--- src/rtl/pm_pkg.sv ---
package pm_pkg;
   typedef enum logic [2:0] {
      PM_POLL_A = 3'd0,
      PM_FWD_A  = 3'd1,
      PM_POLL_B = 3'd2,
      PM_FWD_B  = 3'd3,
      PM_DONE   = 3'd4
   } pm_state_e;
endpackage

--- src/rtl/pm_burst_counter.sv ---
module pm_burst_counter #(
   parameter int CNT_W = 16
) (
   input  logic             clk,
   input  logic             rst_n,
   input  logic             load,
   input  logic [CNT_W-1:0] load_val,
   input  logic             dec,
   output logic             last
);
   localparam logic [CNT_W-1:0] ONE = CNT_W'(1);

   logic [CNT_W-1:0] cnt;

   always_ff @(posedge clk) begin
      if (!rst_n)     cnt <= '0;
      else if (load)  cnt <= load_val;
      else if (dec)   cnt <= cnt - ONE;
   end

   assign last = (cnt == ONE);
endmodule

--- src/rtl/pm_ctrl.sv ---
module pm_ctrl
   import pm_pkg::*;
#(
   parameter int CNT_W = 16
) (
   input  logic             clk,
   input  logic             rst_n,
   input  logic             a_valid,
   input  logic             b_valid,
   input  logic [CNT_W-1:0] hdr_a,
   input  logic [CNT_W-1:0] hdr_b,
   input  logic             out_ready,
   input  logic             last,
   output pm_state_e        state,
   output logic             load,
   output logic [CNT_W-1:0] load_val,
   output logic             dec
);
   pm_state_e nxt;

   always_comb begin
      nxt      = state;
      load     = 1'b0;
      load_val = '0;
      dec      = 1'b0;
      unique case (state)
         PM_POLL_A: begin
            if (a_valid) begin
               load     = 1'b1;
               load_val = hdr_a;
               nxt      = (hdr_a == '0) ? PM_POLL_A : PM_FWD_A;
            end else begin
               nxt = PM_POLL_B;
            end
         end
         PM_FWD_A: begin
            dec = a_valid && out_ready;
            if (dec && last) nxt = PM_POLL_A;
         end
         PM_POLL_B: begin
            if (b_valid) begin
               load     = 1'b1;
               load_val = hdr_b;
               nxt      = (hdr_b == '0) ? PM_POLL_B : PM_FWD_B;
            end else begin
               nxt = PM_DONE;
            end
         end
         PM_FWD_B: begin
            dec = b_valid && out_ready;
            if (dec && last) nxt = PM_POLL_B;
         end
         default: nxt = PM_DONE;
      endcase
   end

   always_ff @(posedge clk) begin
      if (!rst_n) state <= PM_POLL_A;
      else        state <= nxt;
   end
endmodule

--- src/rtl/pm_route.sv ---
module pm_route
   import pm_pkg::*;
#(
   parameter int DATA_W = 32
) (
   input  pm_state_e         state,
   input  logic              a_valid,
   input  logic [DATA_W-1:0] a_data,
   input  logic              b_valid,
   input  logic [DATA_W-1:0] b_data,
   input  logic              out_ready,
   output logic              a_ready,
   output logic              b_ready,
   output logic              out_valid,
   output logic [DATA_W-1:0] out_data,
   output logic              done
);
   localparam int LANES = 2;

   logic [LANES-1:0]  lane_valid;
   logic [LANES-1:0]  lane_ready;
   logic [LANES-1:0]  lane_fwd;
   logic [DATA_W-1:0] lane_data [LANES];

   assign lane_valid   = {b_valid, a_valid};
   assign lane_data[0] = a_data;
   assign lane_data[1] = b_data;

   for (genvar g = 0; g < LANES; g++) begin : g_lane
      localparam pm_state_e POLL_S = (g == 0) ? PM_POLL_A : PM_POLL_B;
      localparam pm_state_e FWD_S  = (g == 0) ? PM_FWD_A  : PM_FWD_B;
      assign lane_fwd[g]   = (state == FWD_S);
      assign lane_ready[g] = (state == POLL_S) || (lane_fwd[g] && out_ready);
   end

   always_comb begin
      out_data = '0;
      for (int i = 0; i < LANES; i++) begin
         out_data = out_data | (lane_data[i] & {DATA_W{lane_fwd[i]}});
      end
   end

   assign out_valid = |(lane_fwd & lane_valid);
   assign a_ready   = lane_ready[0];
   assign b_ready   = lane_ready[1];
   assign done      = (state == PM_DONE);
endmodule

--- src/rtl/pm_merge2.sv ---
module pm_merge2
   import pm_pkg::*;
#(
   parameter int DATA_W = 32,
   parameter int CNT_W  = 16
) (
   input  logic              clk,
   input  logic              rst_n,
   input  logic              in1_valid,
   output logic              in1_ready,
   input  logic [DATA_W-1:0] in1_data,
   input  logic              in2_valid,
   output logic              in2_ready,
   input  logic [DATA_W-1:0] in2_data,
   output logic              out_valid,
   input  logic              out_ready,
   output logic [DATA_W-1:0] out_data,
   output logic              done
);
   if (CNT_W < 1 || CNT_W > DATA_W) begin : g_bad_cnt_w
      $error("pm_merge2: CNT_W must lie in 1..DATA_W");
   end

   pm_state_e        state;
   logic             load, dec, last;
   logic [CNT_W-1:0] load_val;

   pm_ctrl #(.CNT_W(CNT_W)) u_ctrl (
      .clk(clk), .rst_n(rst_n),
      .a_valid(in1_valid), .b_valid(in2_valid),
      .hdr_a(in1_data[CNT_W-1:0]), .hdr_b(in2_data[CNT_W-1:0]),
      .out_ready(out_ready), .last(last),
      .state(state), .load(load), .load_val(load_val), .dec(dec)
   );

   pm_burst_counter #(.CNT_W(CNT_W)) u_cnt (
      .clk(clk), .rst_n(rst_n), .load(load), .load_val(load_val),
      .dec(dec), .last(last)
   );

   pm_route #(.DATA_W(DATA_W)) u_route (
      .state(state),
      .a_valid(in1_valid), .a_data(in1_data),
      .b_valid(in2_valid), .b_data(in2_data),
      .out_ready(out_ready),
      .a_ready(in1_ready), .b_ready(in2_ready),
      .out_valid(out_valid), .out_data(out_data), .done(done)
   );
endmodule

--- config.mk ---
export PLATFORM = sky130hd
export DESIGN_NAME = pm_merge2
export DESIGN_NICKNAME = d
export VERILOG_FILES = /design/src/rtl/pm_pkg.sv /design/src/rtl/pm_burst_counter.sv /design/src/rtl/pm_ctrl.sv /design/src/rtl/pm_route.sv /design/src/rtl/pm_merge2.sv
export SDC_FILE = /design/constraint.sdc
export NUM_CORES = 1
export LEC_CHECK = 0
export ABC_AREA = 1
export BUFFER_PORTS_ARGS = -buffer_cell sky130_fd_sc_hd__buf_4
export CAP_MARGIN = 40
export CORE_ASPECT_RATIO = 1.5
export CORE_MARGIN = 4
export CORE_UTILIZATION = 49
export DETAILED_ROUTE_END_ITERATION = 10
export GPL_TIMING_DRIVEN = 0
export PLACE_DENSITY = 0.86
export REMOVE_ABC_BUFFERS = 1
export SLEW_MARGIN = 5
export SYNTH_ARGS = -nofsm -noshare
export SYNTH_HDL_FRONTEND = slang
export SYNTH_SLANG_ARGS = --single-unit
export TNS_END_PERCENT = 20
--- constraint.sdc ---
create_clock -name clk -period 4.14 [get_ports clk]
set_clock_uncertainty 0.2 [all_clocks]
set_input_delay 0.207 -clock clk [delete_from_list [all_inputs] [get_ports clk]]
set_output_delay 0.207 -clock clk [all_outputs]
set_load 0.01 [all_outputs]
Yosys cells after proc, flatten, opt, wreduce, memory -nomap -nowiden
Index checks and enable logic that the tools add are counted.

word-level totals
  flip-flop bits (word level) = 19
  input bits = 69
  logic and storage cells = 44

operators by class
  add/subtract/negate cells = 1
  equal/unequal tests = 7
  muxes and demuxes = 16
  bitwise operators = 4
  reduce and logical (&&, ||, !) cells = 14

operator list
  kind                   count
  $and 32x32->32         2
  $mux 16                4
  $logic_not 16->1       2
  $or 32x32->32          1
  $pmux 16 s2            1
  $eq 16x1->1 const B    1
  $sub 16x1->16 const B  1
  $mux 3                 4
  $pmux 3 s4             1
  $eq 3x2->1 const B     2
  $logic_and 1x1->1      6
  $mux 1                 4
  $ne 2x2->1 const B     2
  $pmux 1 s2             2
  $eq 3x1->1 const B     1
  $eq 3x3->1 const B     1
  $logic_not 3->1        1
  $and 2x2->2            1
  $logic_or 1x1->1       2
  $reduce_and 2->1       1
  $reduce_bool 2->1      1
  $reduce_or 2->1        1

Longest topological paths before layout
Gate-level depths: netlist of the first run.

  word-level depth = 4
  mapped depth = 10
  depth with buffers taken out = 10

Cells and area by module
From an unflattened synthesis of the first run, not the netlist that was laid out.

second synthesis, totals
  cells, all modules = 382
  area total of the unflattened synthesis = 2372.3 µm²

by module, submodules not included
  module            times used  cells an instance  area each (µm²)
  pm_burst_counter  1           172                1123.6
  pm_route          1           125                732.0
  pm_ctrl           1           85                 516.7

Worst setup path after synthesis of the first run
No wires, ideal clock.

  path type = register to output
  start = register u_ctrl.state[1]
  end = output port out_data[11]
  data arrival time = 1294 ps
  required time = 3733 ps
  setup slack = 2439 ps
  stages on the path, launching flop included = 6
  path buffers = 2
  path through = dfxtp_1 buf_4 nor3_2 inv_2 buf_6 o22ai_1

between the ends
  cells in the longest elaborated chain, start to end = 3
  elaborated cells on any way between the ends = 5

RTL lines
  element                                          line             RTL
  start: declaration                               pm_ctrl.sv:14    output pm_state_e state,
  start signal: assignment                         pm_ctrl.sv:59    else state <= nxt;
  $eq 3x1->1 / $eq 3x2->1 (equally long branches)  pm_route.sv:32   assign lane_fwd[g] = (state == FWD_S);
  $and 32x32->32                                   pm_route.sv:39   out_data = out_data | (lane_data[i] & {DATA_W{lane_fwd[i]}});
  $or 32x32->32 *                                  pm_route.sv:39
  end: declaration                                 pm_merge2.sv:17  output logic [DATA_W-1:0] out_data,

Mark *: on every way between the ends. The rest lies on a longest branch, timed or not.

Worst setup path in the final report of the first run
  start = register u_ctrl.state[1]
  end = output port out_data[13]

The elaborated chain is that of the path after synthesis.

==> impl_metrics.toml, run 1 <==
[grt]
grt_pass1_vias = 2523
grt_overflow = 0
grt_max_degree = 22
grt_usage = 0.267
antenna_found_initial = 0
grt_pass1_wl_um = 10800

[hold_path]
hold_end = "u_ctrl.state[1]"
min-delay-start = "rst_n"
hold_depth = 3
min_path_type = "primary input to register"

[floorplanning]
fp.dieW_um = 59.8
start_util = 0.502
die_h_um = 85.7
core.rowCount = 28
coreArea_um2 = 3920
io_pins = 105
die_area_um2 = 5120

[yosys]
ys_seq_area_frac = 0.193
synthCells = 341
synthFlopType = "dfxtp_1"
synth-edff-count = 0
async_flop_share = 0
synth.distinct_cells = 30
avgSynthCellArea_um2 = 5.78
netlist_area_um2 = 1970
synth-seq-cells = 19
ys_warn_count = 0

[timing]
whs_ps = 5.15
tightest_slew_ps = 830
setup_tns_ps = 0
min_period_over_period = 0.793
hold_violations = 0
fmax_mhz = 305
finalCriticalPeriod_ps = 3280
rsz0062_at_grt = "no"
slew_headroom = 0.446
setup_viol = 0
slew_viol_final = 0

[drt]
wl_per_cell_um = 14.3
wirelength_um = 6910
top_layer = "met4"
postRouteAntennaNets = 0
drt-initial-drc-count = 148
vias_per_cell = 5.53
drtPass1Iterations = 4
wl_met3_um = 786
drc = 0
wl_met2_um = 3500
met1_length_um = 2470
vias = 2671

[cells_and_area]
area_growth_pct = 41.3
drive_gt1_frac = 0.272
n_antenna_cell = 0
nNetsFinal = 510
postLayoutCellArea_um2 = 2780
finalCoreUtilization = 0.710

[clock_tree]
ctsResizeCount = 0
postCtsHoldBufs = 0
htreeDepth = 1
postCtsSetupBuffers = 0
cts-root-buf = "clkbuf_8"
cts_buffer_depth = 2
clk_latency_ps = 270
clkSinkCount = 19
cts_buffers = 3
tritoncts = "done"
path_clk_slew_ps = 80

[pwr]
power_mw = 1.16
max-vdd-ir-drop_uv = 311
power_density_nw_per_um2 = 417
leakagePower_nw = 1.51

[place]
place_congestion = 0.955
place_area_um2 = 2740
dpl.hpwl_um = 5450
numPortBuffers = 104

[critical_path]
crit_type = "register to output pin"
r2r_slack_ps = 1460
timing.rr.end = "u_ctrl.state[1]"
cp-end-kind = "output pin"
reg2regPathDepth = 6
crit_path_start_kind = "register"
arrival_ps = 2870
crit_path_max_incr_delay_ps = 730
cp_cell_sequence = "nand2_1, nor2_2, clkinv_1, o22ai_1, buf_4"
crit_required_ps = 3730
rr_startpoint = "u_ctrl.state[1]"
crit_slowest_cell = "clkinv_1"
path_max_fanout = 21

[outcome]
status = "finished clean"

[run]
drv_cap = 0
layout make-up:
class / instances / area, um2
multi-input cells: 246 / 1270
fillers: 342 / 1140
clock buffers: 3 / 41.3
flip-flops and latches: 19 / 380
clock inverters: 1 / 5.00
repair buffers: 105 / 792
inverters: 64 / 243
well taps: 45 / 56.3
synth_stat cells, types with 2 or more instances:
library cell | number | area share
nand3_1 | 25 | 0.063
nor2_1 | 42 | 0.080
xor2_1 | 2 | 0.0089
buf_6 | 3 | 0.017
nor2_4 | 2 | 0.011
nand4_1 | 8 | 0.025
ha_1 | 2 | 0.013
nand3_4 | 2 | 0.018
inv_1 | 60 | 0.11
a21oi_1 | 21 | 0.053
a22o_1 | 16 | 0.071
o22ai_1 | 26 | 0.083
o21ai_1 | 3 | 0.0076
o21ai_0 | 12 | 0.030
clkinv_1 | 2 | 0.0038
nor2_2 | 2 | 0.0063
dfxtp_1 | 19 | 0.19
nand2_1 | 77 | 0.15
buf_2 | 5 | 0.013
buf_4 | 2 | 0.0076
routing by layer:
metal | global-route usage | vias up
met2 | 0.501 | 134
li1 | - | 1318
met5 | 0 | -
met4 | 0.101 | 0
met1 | 0.281 | 1204
met3 | 0.0452 | 15
critical path, delay by kind of cell (launching register included):
family	cells	cell delay, ps
AOI/OAI and AO/OA	1	420
buffers and inverters	2	910
DFF	1	510
and+or+nand+nor	2	760
worst max path at each step:
stage	startpoint	end	cells past startpoint
after floorplan	u_ctrl.state[1]	in2_ready	4
after global placement	u_ctrl.state[1]	out_data[13]	5
after detailed placement	u_ctrl.state[1]	out_data[13]	5
after CTS	u_ctrl.state[1]	out_data[13]	5
after global routing	u_ctrl.state[1]	out_data[13]	5
final	u_ctrl.state[1]	out_data[13]	5
cell families (layout without fill, tap and decap cells):
group	Yosys count	count (layout)	share of synthesized area
AOI/OAI and AO/OA	79	79	0.249
xor gates and xnor gates	3	3	0.0133
adders and majority gates	2	2	0.0127
buffers and inverters	76	173	0.164
DFF	19	19	0.193
and+or+nand+nor	162	162	0.368
state kept, by name (all words and copies together) (netlist names):
name / flops
u_ctrl.state: 3
u_cnt.cnt: 16
metrics by stage:
| step | setup slack (ps) | cells |
|---|---|---|
| 2_1_floorplan | 1910 | 329 |
| 3_3_place_gp | 1270 | 478 |
| 3_5_place_dp | 1210 | 479 |
| 4_1_cts | 933 | 483 |
| 5_1_grt | 747 | 483 |
| 6_report | 859 | 483 |
layout by cell type, fill, tap and decap left out:
master	n
buf_4	104
nand2_1	77
nand2_4	1
xor2_1	2
clkbuf_8	3
nor2_4	2
xnor2_1	1
a21oi_1	21
inv_4	1
o21ai_1	3
nand4_1	8
ha_1	2
nor3_1	1
inv_1	60
o211ai_1	1
clkinv_1	2
and2_1	1
o22ai_1	26
nand3_4	2
inv_2	1
nor2_2	2
buf_6	1
o21ai_0	12
nor3_2	1
nor2_1	42
dfxtp_1	19
nand3_1	25
a22o_1	16
clkinv_2	1
power breakdown:
part / total (mW) / leakage, nW / internal (mW) / switching (mW)
registers: 0.277 / 0.157 / 0.228 / 0.0488
clock network: 0.140 / 0.0255 / 0.0673 / 0.0730
logic: 0.744 / 1.32 / 0.305 / 0.439
total: 1.16 / 1.51 / 0.601 / 0.561
(Power assumes the default switching activity.)
==> run 2, diff against run 1 <==
--- a/config.mk
+++ b/config.mk
@@ -5,15 +5,15 @@
 export SDC_FILE = /design/constraint.sdc
 export NUM_CORES = 1
 export LEC_CHECK = 0
-export ABC_AREA = 1
+export ABC_AREA = 0
 export BUFFER_PORTS_ARGS = -buffer_cell sky130_fd_sc_hd__buf_4
 export CAP_MARGIN = 40
 export CORE_ASPECT_RATIO = 1.5
 export CORE_MARGIN = 4
-export CORE_UTILIZATION = 49
+export CORE_UTILIZATION = 41
 export DETAILED_ROUTE_END_ITERATION = 10
 export GPL_TIMING_DRIVEN = 0
-export PLACE_DENSITY = 0.86
+export PLACE_DENSITY = 0.78
 export REMOVE_ABC_BUFFERS = 1
 export SLEW_MARGIN = 5
 export SYNTH_ARGS = -nofsm -noshare
==> constraint.sdc (replaced) <==
create_clock -name clk -period 3 [get_ports clk]
set_clock_uncertainty 0.2 [all_clocks]
set_input_delay 0.15 -clock clk [delete_from_list [all_inputs] [get_ports clk]]
set_output_delay 0.15 -clock clk [all_outputs]
set_load 0.01 [all_outputs]
==> run 2 against run 1 <==
Against the previous run: sequential share of layout area up 0.051 points; clock power rose by 30%; flip-flop and latch count stayed put; non-clock buffer count up 7; routed wire length increased by 2.7%; synthesized cell count shrank 26%; area after synthesis is 5.4% lower; critical path depth fell by 1.
==> impl_metrics.toml, run 2 <==
[drt]
wl_per_cell_um = 17.9
wirelength_um = 7100
postRouteAntennaNets = 0
wl_met3_um = 419
drtPass1Iterations = 4
met1_length_um = 2760
vias_per_cell = 6.02
top_layer = "met4"
vias = 2385
wl_met2_um = 3640
drc = 0
drt-initial-drc-count = 171

[pwr]
max-vdd-ir-drop_uv = 299
leakagePower_nw = 1.19
power_density_nw_per_um2 = 458
power_mw = 1.27

[clock_tree]
cts_buffer_depth = 2
htreeDepth = 1
clkSinkCount = 19
ctsResizeCount = 0
path_clk_slew_ps = 80
tritoncts = "done"
cts-root-buf = "clkbuf_8"
cts_buffers = 3
clk_latency_ps = 250

[yosys]
yosys.area.top_type = "dfxtp_1"
async_flop_share = 0
ys_top_cells_by_area = "dfxtp_1 (20%), mux2i_1 (18%), nor2_1 (8.1%), a22oi_1 (4.0%), nor4_1 (4.0%)"
synth.most_common_cell = "nor2_1"
netlist_area_um2 = 1860
avgSynthCellArea_um2 = 7.37
synth.distinct_cells = 54
synthCells = 253
ys_seq_area_frac = 0.204
yosys.area.top_type_share = 0.204
synth-edff-count = 0
synthFlopType = "dfxtp_1"
synth_commonest_cells = "nor2_1 (40), mux2i_1 (33), dfxtp_1 (19)"
ys_warn_count = 0
synth-seq-cells = 19

[hold_path]
hold_depth = 3
min_path_type = "primary input to register"
hold_end = "u_cnt.cnt[7]"
min-delay-start = "in2_data[7]"

[critical_path]
crit_required_ps = 2950
cp-end-kind = "register"
reg2regPathDepth = 4
timing.rr.end = "u_cnt.cnt[14]"
arrival_ps = 2660
crit_type = "register to register"
path_max_fanout = 20
r2r_slack_ps = 290
rr_startpoint = "u_ctrl.state[1]"
crit_path_start_kind = "register"

[timing]
finalCriticalPeriod_ps = 2710
fin_ws_ps = 290
rsz0062_at_grt = "no"
hold_violations = 0
min_period_over_period = 0.903
slew_headroom = 0.358
tightest_slew_ps = 961
fmax_mhz = 369
slew_viol_final = 0
setup_viol = 0

[place]
numPortBuffers = 104
post-place-ws_ps = 338
place_congestion = 0.872
dpl.hpwl_um = 5630
place_area_um2 = 2700

[cells_and_area]
largest_reg_flops = 16
final_cell_mix = "buf_4 (105), nor2_1 (40), mux2i_1 (33)"
nNetsFinal = 422
postLayoutCellArea_um2 = 2780
area_growth_pct = 49.3
reg_top3 = "u_cnt.cnt (16), u_ctrl.state (3)"
n_antenna_cell = 0
finalCoreUtilization = 0.644
largest_register = "u_cnt.cnt"
drive_gt1_frac = 0.349
n_fill_cell = 380
final_common_cell = "buf_4"

[run]
drv_cap = 0

[grt]
antenna_found_initial = 0
grt_usage = 0.242
grt_pass1_vias = 2274
grt_pass1_wl_um = 11400
grt_overflow = 0
grt_max_degree = 31

[floorplanning]
core.rowCount = 29
coreArea_um2 = 4320
die_h_um = 90.6
die_area_um2 = 5710
fp.dieW_um = 63.1
start_util = 0.432
io_pins = 105

[outcome]
status = "finished clean"
## run 2: cell count changes after synthesis, moves of 4 or more
cell | before | now
or3_1 | 0 | 4
a22oi_1 | 0 | 10
nor4_1 | 0 | 12
nand2_1 | 77 | 15
nor3_1 | 1 | 7
nand3_1 | 25 | 6
inv_1 | 60 | 5
o22ai_1 | 26 | 3
a31oi_1 | 0 | 4
clkbuf_1 | 1 | 13
a22o_1 | 16 | 2
mux2i_1 | 0 | 33
a21oi_1 | 21 | 12
## run 2: repair_timing
action	CTS	global route
buffers inserted	0	0
hold endpoints to repair	4	0
hold buffers	4	0
## run 2: worst max path at each step
stage	start	slack (ps)	end	cells after the start
after floorplan	u_ctrl.state[1]	-1370	u_cnt.cnt[14]	4
after global placement	u_ctrl.state[1]	-2560	u_cnt.cnt[14]	4
after detailed placement	u_ctrl.state[1]	340	u_cnt.cnt[14]	4
after CTS	u_ctrl.state[1]	320	u_cnt.cnt[14]	4
after global routing	u_ctrl.state[1]	180	u_cnt.cnt[14]	4
final	u_ctrl.state[1]	290	u_cnt.cnt[14]	4
## run 2: kinds of logic (layout without fill, tap and decap cells)
family / count (synthesis) / after routing / synth area share
compound gates: 61 / 61 / 0.228
xor+xnor: 1 / 1 / 0.00470
fa+ha+maj: 2 / 2 / 0.0134
buf+inv: 24 / 121 / 0.0503
flops: 19 / 19 / 0.204
mux: 34 / 34 / 0.183
simple gates: 112 / 112 / 0.316
## run 2: critical path, cell delays in order (launching register included)
cell	delay, ps
dfxtp_2	520
nor4bb_4	930
nor2_1	430
and3_1	310
a22o_1	210
## run 2: per-layer routing
layer / track usage / vias up
met4: 0.114 / 0
li1: - / 1162
met2: 0.414 / 99
met5: 0 / -
met1: 0.283 / 1104
met3: 0.0461 / 20
## run 2: power by group
part	switching [mW]	internal, mW	total, mW
logic	0.379	0.354	0.733
registers	0.0641	0.295	0.359
clock network	0.0893	0.0923	0.182
## run 2: cell type report
cell class / count / area (um2) / area share
Timing Repair Buffer: 112 / 867 / 0.312
Tap cell: 46 / 57.6 / 0.0207
Clock inverter: 1 / 5.00 / 0.00180
Clock buffer: 3 / 41.3 / 0.0148
Multi-Input combinational cell: 210 / 1410 / 0.507
Inverter: 5 / 18.8 / 0.00674
Sequential cell: 19 / 382 / 0.137
## run 2: metrics by stage
step | setup TNS (ps) | hold WS, ps | std cells
final | 0 | 26.4 | 396
after global routing | 0 | 50.9 | 396
after CTS | 0 | 20.7 | 396
after detailed placement | 0 | 249 | 388
after global placement | -36670 | 245 | 384
after floorplan | -17800 | 67.5 | 234
